File: config.mk
export PLATFORM = sky130hd
export DESIGN_NAME = pdc_ctrl
export DESIGN_NICKNAME = d
export VERILOG_FILES = /design/src/rtl/pdc_pkg.sv /design/src/rtl/pdc_poller.sv /design/src/rtl/pdc_settle.sv /design/src/rtl/pdc_gate_bank.sv /design/src/rtl/pdc_ctrl.sv
export SDC_FILE = /design/constraint.sdc
export NUM_CORES = 1
export LEC_CHECK = 0
export BUFFER_PORTS_ARGS = -buffer_cell sky130_fd_sc_hd__buf_2
export CORE_ASPECT_RATIO = 0.6
export CORE_MARGIN = 5
export CORE_UTILIZATION = 57
export DETAILED_ROUTE_END_ITERATION = 6
export PLACE_DENSITY = 0.89
export SKIP_CTS_REPAIR_TIMING = 1
export SYNTH_ARGS = -nofsm -noshare
export SYNTH_HDL_FRONTEND = slang
export SYNTH_SLANG_ARGS = --single-unit
File: constraint.sdc
create_clock -name clk -period 2.7 [get_ports clk]
set_input_delay 0.135 -clock clk [delete_from_list [all_inputs] [get_ports clk]]
set_output_delay 0.135 -clock clk [all_outputs]
set_load 0.02 [all_outputs]
File: src/rtl/pdc_pkg.sv
package pdc_pkg;
  typedef enum logic [2:0] {
    ST_IDLE,
    ST_CORE_WAIT,
    ST_CORE_SETTLE,
    ST_L2_WAIT,
    ST_CL_SETTLE
  } pdc_state_e;
endpackage

File: src/rtl/pdc_poller.sv
// Tick-based poll timer: raises hit at a poll point that sees status,
// expire when the window is used up without a hit.
module pdc_poller #(
  parameter int POLL_TICKS    = 4,
  parameter int TIMEOUT_TICKS = 40
) (
  input  logic clk,
  input  logic rst,
  input  logic run,
  input  logic tick,
  input  logic status,
  output logic hit,
  output logic expire
);
  localparam int PW = (POLL_TICKS > 1) ? $clog2(POLL_TICKS) : 1;
  localparam int EW = $clog2(TIMEOUT_TICKS + 1);

  logic [PW-1:0] poll_cnt;
  logic [EW-1:0] elapsed;
  logic          poll_pt;
  logic          at_limit;

  assign poll_pt  = run && tick && (poll_cnt == PW'(POLL_TICKS - 1));
  assign at_limit = run && tick && (elapsed == EW'(TIMEOUT_TICKS - 1));
  assign hit      = poll_pt && status;
  assign expire   = at_limit && !hit;

  always_ff @(posedge clk) begin
    if (rst || !run) begin
      poll_cnt <= '0;
      elapsed  <= '0;
    end else if (tick) begin
      poll_cnt <= poll_pt ? '0 : poll_cnt + 1'b1;
      elapsed  <= elapsed + 1'b1;
    end
  end


  wait_window_chk: assert property (@(posedge clk) disable iff (rst)
    run |-> (elapsed < EW'(TIMEOUT_TICKS)));
endmodule

File: src/rtl/pdc_settle.sv
// Counts SETTLE_TICKS ticks while run is high.
module pdc_settle #(
  parameter int SETTLE_TICKS = 3
) (
  input  logic clk,
  input  logic rst,
  input  logic run,
  input  logic tick,
  output logic fin
);
  localparam int SW = (SETTLE_TICKS > 1) ? $clog2(SETTLE_TICKS) : 1;

  logic [SW-1:0] cnt;

  assign fin = run && tick && (cnt == SW'(SETTLE_TICKS - 1));

  always_ff @(posedge clk) begin
    if (rst || !run) cnt <= '0;
    else if (tick)   cnt <= cnt + 1'b1;
  end
endmodule

File: src/rtl/pdc_gate_bank.sv
// Sticky per-core power-gate flops.
module pdc_gate_bank #(
  parameter int NUM_CORES = 4
) (
  input  logic                 clk,
  input  logic                 rst,
  input  logic [NUM_CORES-1:0] set,
  output logic [NUM_CORES-1:0] gate
);
  for (genvar i = 0; i < NUM_CORES; i++) begin : g_gate
    always_ff @(posedge clk) begin
      if (rst)         gate[i] <= 1'b0;
      else if (set[i]) gate[i] <= 1'b1;
    end


    gate_sticky_chk: assert property (@(posedge clk) disable iff (rst)
      $past(gate[i]) |-> gate[i]);
  end
endmodule

File: src/rtl/pdc_ctrl.sv
module pdc_ctrl
  import pdc_pkg::*;
#(
  parameter int NUM_CORES     = 4,
  parameter int POLL_TICKS    = 4,
  parameter int TIMEOUT_TICKS = 40,
  parameter int SETTLE_TICKS  = 3,
  parameter int CORE_W        = (NUM_CORES > 1) ? $clog2(NUM_CORES) : 1
) (
  input  logic                 clk,
  input  logic                 rst,
  input  logic                 tick,
  input  logic                 req,
  input  logic [CORE_W-1:0]    req_core,
  input  logic                 last_core,
  input  logic [NUM_CORES-1:0] core_wfi,
  input  logic                 l2_wfi,
  output logic [NUM_CORES-1:0] core_gate,
  output logic [NUM_CORES-1:0] sw_off,
  output logic                 snoop_off,
  output logic                 cluster_gate,
  output logic                 done,
  output logic                 err
);
  localparam logic [NUM_CORES-1:0] ONE = NUM_CORES'(1);

  pdc_state_e          state_q;
  logic [CORE_W-1:0]   core_q;
  logic                last_q;
  logic                poll_run, poll_status, poll_hit, poll_expire;
  logic                settle_run, settle_fin;
  logic [NUM_CORES-1:0] core_sel, gate_set;

  assign core_sel    = ONE << core_q;
  assign poll_run    = (state_q == ST_CORE_WAIT) || (state_q == ST_L2_WAIT);
  assign settle_run  = (state_q == ST_CORE_SETTLE) || (state_q == ST_CL_SETTLE);
  assign poll_status = (state_q == ST_L2_WAIT) ? l2_wfi : |(core_wfi & core_sel);
  assign gate_set    = (state_q == ST_CORE_WAIT && poll_hit) ? core_sel : '0;

  pdc_poller #(.POLL_TICKS(POLL_TICKS), .TIMEOUT_TICKS(TIMEOUT_TICKS)) u_poll (
    .clk(clk), .rst(rst), .run(poll_run), .tick(tick),
    .status(poll_status), .hit(poll_hit), .expire(poll_expire)
  );

  pdc_settle #(.SETTLE_TICKS(SETTLE_TICKS)) u_settle (
    .clk(clk), .rst(rst), .run(settle_run), .tick(tick), .fin(settle_fin)
  );

  pdc_gate_bank #(.NUM_CORES(NUM_CORES)) u_gates (
    .clk(clk), .rst(rst), .set(gate_set), .gate(core_gate)
  );

  always_ff @(posedge clk) begin
    if (rst) begin
      state_q      <= ST_IDLE;
      core_q       <= '0;
      last_q       <= 1'b0;
      sw_off       <= '0;
      snoop_off    <= 1'b0;
      cluster_gate <= 1'b0;
      done         <= 1'b0;
      err          <= 1'b0;
    end else begin
      done   <= 1'b0;
      err    <= 1'b0;
      sw_off <= '0;
      case (state_q)
        ST_IDLE: begin
          if (req) begin
            core_q  <= req_core;
            last_q  <= last_core;
            state_q <= ST_CORE_WAIT;
          end
        end
        ST_CORE_WAIT: begin
          if (poll_hit) begin
            state_q <= ST_CORE_SETTLE;
          end else if (poll_expire) begin
            err     <= 1'b1;
            state_q <= ST_IDLE;
          end
        end
        ST_CORE_SETTLE: begin
          if (settle_fin) begin
            sw_off <= core_sel;
            if (last_q) begin
              snoop_off <= 1'b1;
              state_q   <= ST_L2_WAIT;
            end else begin
              done    <= 1'b1;
              state_q <= ST_IDLE;
            end
          end
        end
        ST_L2_WAIT: begin
          if (poll_hit) begin
            cluster_gate <= 1'b1;
            state_q      <= ST_CL_SETTLE;
          end else if (poll_expire) begin
            err     <= 1'b1;
            state_q <= ST_IDLE;
          end
        end
        ST_CL_SETTLE: begin
          if (settle_fin) begin
            done    <= 1'b1;
            state_q <= ST_IDLE;
          end
        end
        default: state_q <= ST_IDLE;
      endcase
    end
  end


  done_err_excl_chk: assert property (@(posedge clk) disable iff (rst)
    !(done && err));

  done_pulse_chk: assert property (@(posedge clk) disable iff (rst)
    done |=> !done);

  err_pulse_chk: assert property (@(posedge clk) disable iff (rst)
    err |=> !err);

  sw_onehot_chk: assert property (@(posedge clk) disable iff (rst)
    $onehot0(sw_off));

  cl_gate_after_l2_chk: assert property (@(posedge clk) disable iff (rst)
    $rose(cluster_gate) |-> ($past(snoop_off) && $past(l2_wfi)));

  snoop_sticky_chk: assert property (@(posedge clk) disable iff (rst)
    $past(snoop_off) |-> snoop_off);

  cl_gate_sticky_chk: assert property (@(posedge clk) disable iff (rst)
    $past(cluster_gate) |-> cluster_gate);

  for (genvar i = 0; i < NUM_CORES; i++) begin : g_chk

    gate_needs_wfi_chk: assert property (@(posedge clk) disable iff (rst)
      $rose(core_gate[i]) |-> $past(core_wfi[i]));
  end
endmodule

==> results.cfg <==
[cells_and_area]
fin_util_pct = 65.15
final_cell_mix = 28 x dfxtp_1, 23 x buf_2, 22 x nor2_1
final_nets = 170
areaGrowthSynthToFinish_pct = 11.32
n_antenna_cell = 0
final_common_cell = dfxtp_1
drive_gt1_share_pct = 21.43
finalNonFillerCells = 184

[sta]
finalSetupTns_ps = 0
rsz0062_at_grt = no
setup_viol = 0
fin_crit_sh_pct = 56.74
tightest_slew_ps = 498.7
slew_headroom_pct = 66.71
skew_ps = 14.21
max_clock_freq_ghz = 0.6527
hold_ws_ps = 12.09
drv_slew = 0
hold_violations = 0
finalCriticalPeriod_ps = 1532

[grt]
grt_pass1_vias = 931
grt_pass1_wl_mm = 4.278
grtUsageTotal_pct = 17.30
grt_start_max_net_pins = 16
antenna_found_initial = 0
gr-total-overflow = 0

[clock_tree]
clock_latency_ps = 330
cts_made_buffers = 3
clockBufferDepth = 2
cts-root-buf = clkbuf_4
cts_sinks = 28
cts_tree = yes
htree_levels = 1
clk_pin_slew_ps = 150

[die]
row_count = 13
dieHeight_um = 46.09
fp.dieW_um = 70.15
dieArea_um2 = 3233
core_um2 = 2115
io_pins = 24
start_util_pct = 58.52

[routing]
ant_nets = 0
wire_per_inst_um = 13.59
drcViolationCount = 0
drt_iter0_markers = 64
viasPerCell = 5.359
drtPass1Iterations = 4
routed-via-count = 986
wirelength_mm = 2.501

[critical_path]
crit_fanout = 9
worst_ep_arrival_time_ps = 1780
cp_data_required_time_ps = 2950
critPathKind = reg2reg
startpoint_type = register
crit_path_end_kind = register
rr_worst_depth = 4
rrSetupSlack_ps = 1170

[yosys]
synth-seq-cells = 28
syn_area_um2 = 1237
syn_nets = 150
syn-instance-count = 135
syn_avg_cell_area_um2 = 9.166
synth_warnings = 0
synth-seq-area-share_pct = 45.30
synth_cell_types = 34

[min_path]
hold_class = in2reg
whs_path_depth = 3

[placed_design]
dp.cells = 180
portBuffers = 23
gp_congestion = 0.9196
dp_hpwl_mm = 1.881

[pwr]
vdd_drop_max_mv = 0.3563
leakage_nw = 0.5532
p_per_area_nw_per_um2 = 499.9

[status]
status = finished clean

[run]
maxCapViolCount = 0
[worst paths after layout]
path,start,endpoint
max reg2reg,state_q[0],state_q[0]
min,last_core,last_q
max,state_q[0],state_q[0]
min reg2reg,cluster_gate,cluster_gate
[Yosys cell counts (all sizes together)]
cell type	count	area share [%]
a211oi	3	1.8
a21oi	8	3.2
a31oi	1	0.51
a41oi	4	2.8
and3	1	0.51
and3b	1	0.71
buf	6	3.3
clkbuf	2	0.61
dfxtp	28	45
ha	3	3.0
inv	7	2.1
mux2i	6	4.9
nand2	7	2.1
nand2b	5	3.1
nand3	4	1.6
nand4	4	2.0
nor2	22	6.7
nor2b	1	0.51
nor3	4	1.6
nor3b	1	0.61
nor4b	1	1.9
o21ai	2	0.81
o22ai	2	1.5
o31ai	1	0.61
o32ai	1	1.3
or2	1	0.51
or3	2	1.0
or4	1	0.91
xnor2	3	2.1
xor2	3	2.1
[layer usage]
layer	wire (um)	GRT usage [%]	part of all wire, %
met5	0	0	0
met4	22	4.580	0.88
met3	159	5.664	6.4
met2	1164	27.95	47
met1	1155	22.69	46
[logic make-up (layout without fill, tap and decap cells)]
family / count (synthesis) / after routing / share of synthesized area (%)
AOI/OAI and AO/OA: 22 / 22 / 12.64
muxes: 6 / 6 / 4.854
xor gates and xnor gates: 6 / 6 / 4.247
adders and majority gates: 3 / 3 / 3.034
DFF: 28 / 28 / 45.30
buffers and inverters: 15 / 34 / 6.067
and+or+nand+nor: 55 / 55 / 23.86
[stage by stage]
| step | power [mW] | cell area [um2] | setup slack (ps) |
|---|---|---|---|
| 3_3_place_gp | 0.4887 | 1341 | 1255 |
| 3_5_place_dp | 0.4921 | 1341 | 1192 |
| 6_report | 0.6886 | 1378 | 1168 |
| 5_1_grt | 0.7213 | 1378 | 1043 |
| 2_1_floorplan | 0.4761 | 1237 | 1339 |
| 4_1_cts | 0.6898 | 1378 | 1172 |
[power breakdown]
| group | total [mW] | switching (mW) | internal (mW) |
|---|---|---|---|
| clock | 0.205 | 0.122 | 0.0826 |
| sequential | 0.428 | 0.00958 | 0.419 |
| combinational | 0.0554 | 0.0303 | 0.0251 |
[area by class of cell]
cell class | count | area, um2
fillers | 186 | 737.0
multi-input cells | 92 | 601.8
inverters | 7 | 26.28
repair buffers | 23 | 115.1
clock buffers | 4 | 36.28
well taps | 30 | 37.54
flip-flops and latches | 28 | 560.5
[flip-flops by register name (all words and copies together) (netlist names), 2 cells and up]
| signal | cells |
|---|---|
| core_q | 2 |
| state_q | 3 |
| sw_off | 4 |
| u_gates.gate | 4 |
| u_poll.elapsed | 6 |
| u_poll.poll_cnt | 2 |
| u_settle.cnt | 2 |
[critical path, stage by stage (launching register included)]
cell and delay (ps):
dfxtp_1 530, nor2b_1 250, and3_1 350, o22ai_1 130, and3b_1 190
No activity file was read; power rests on OpenSTA's default activity.
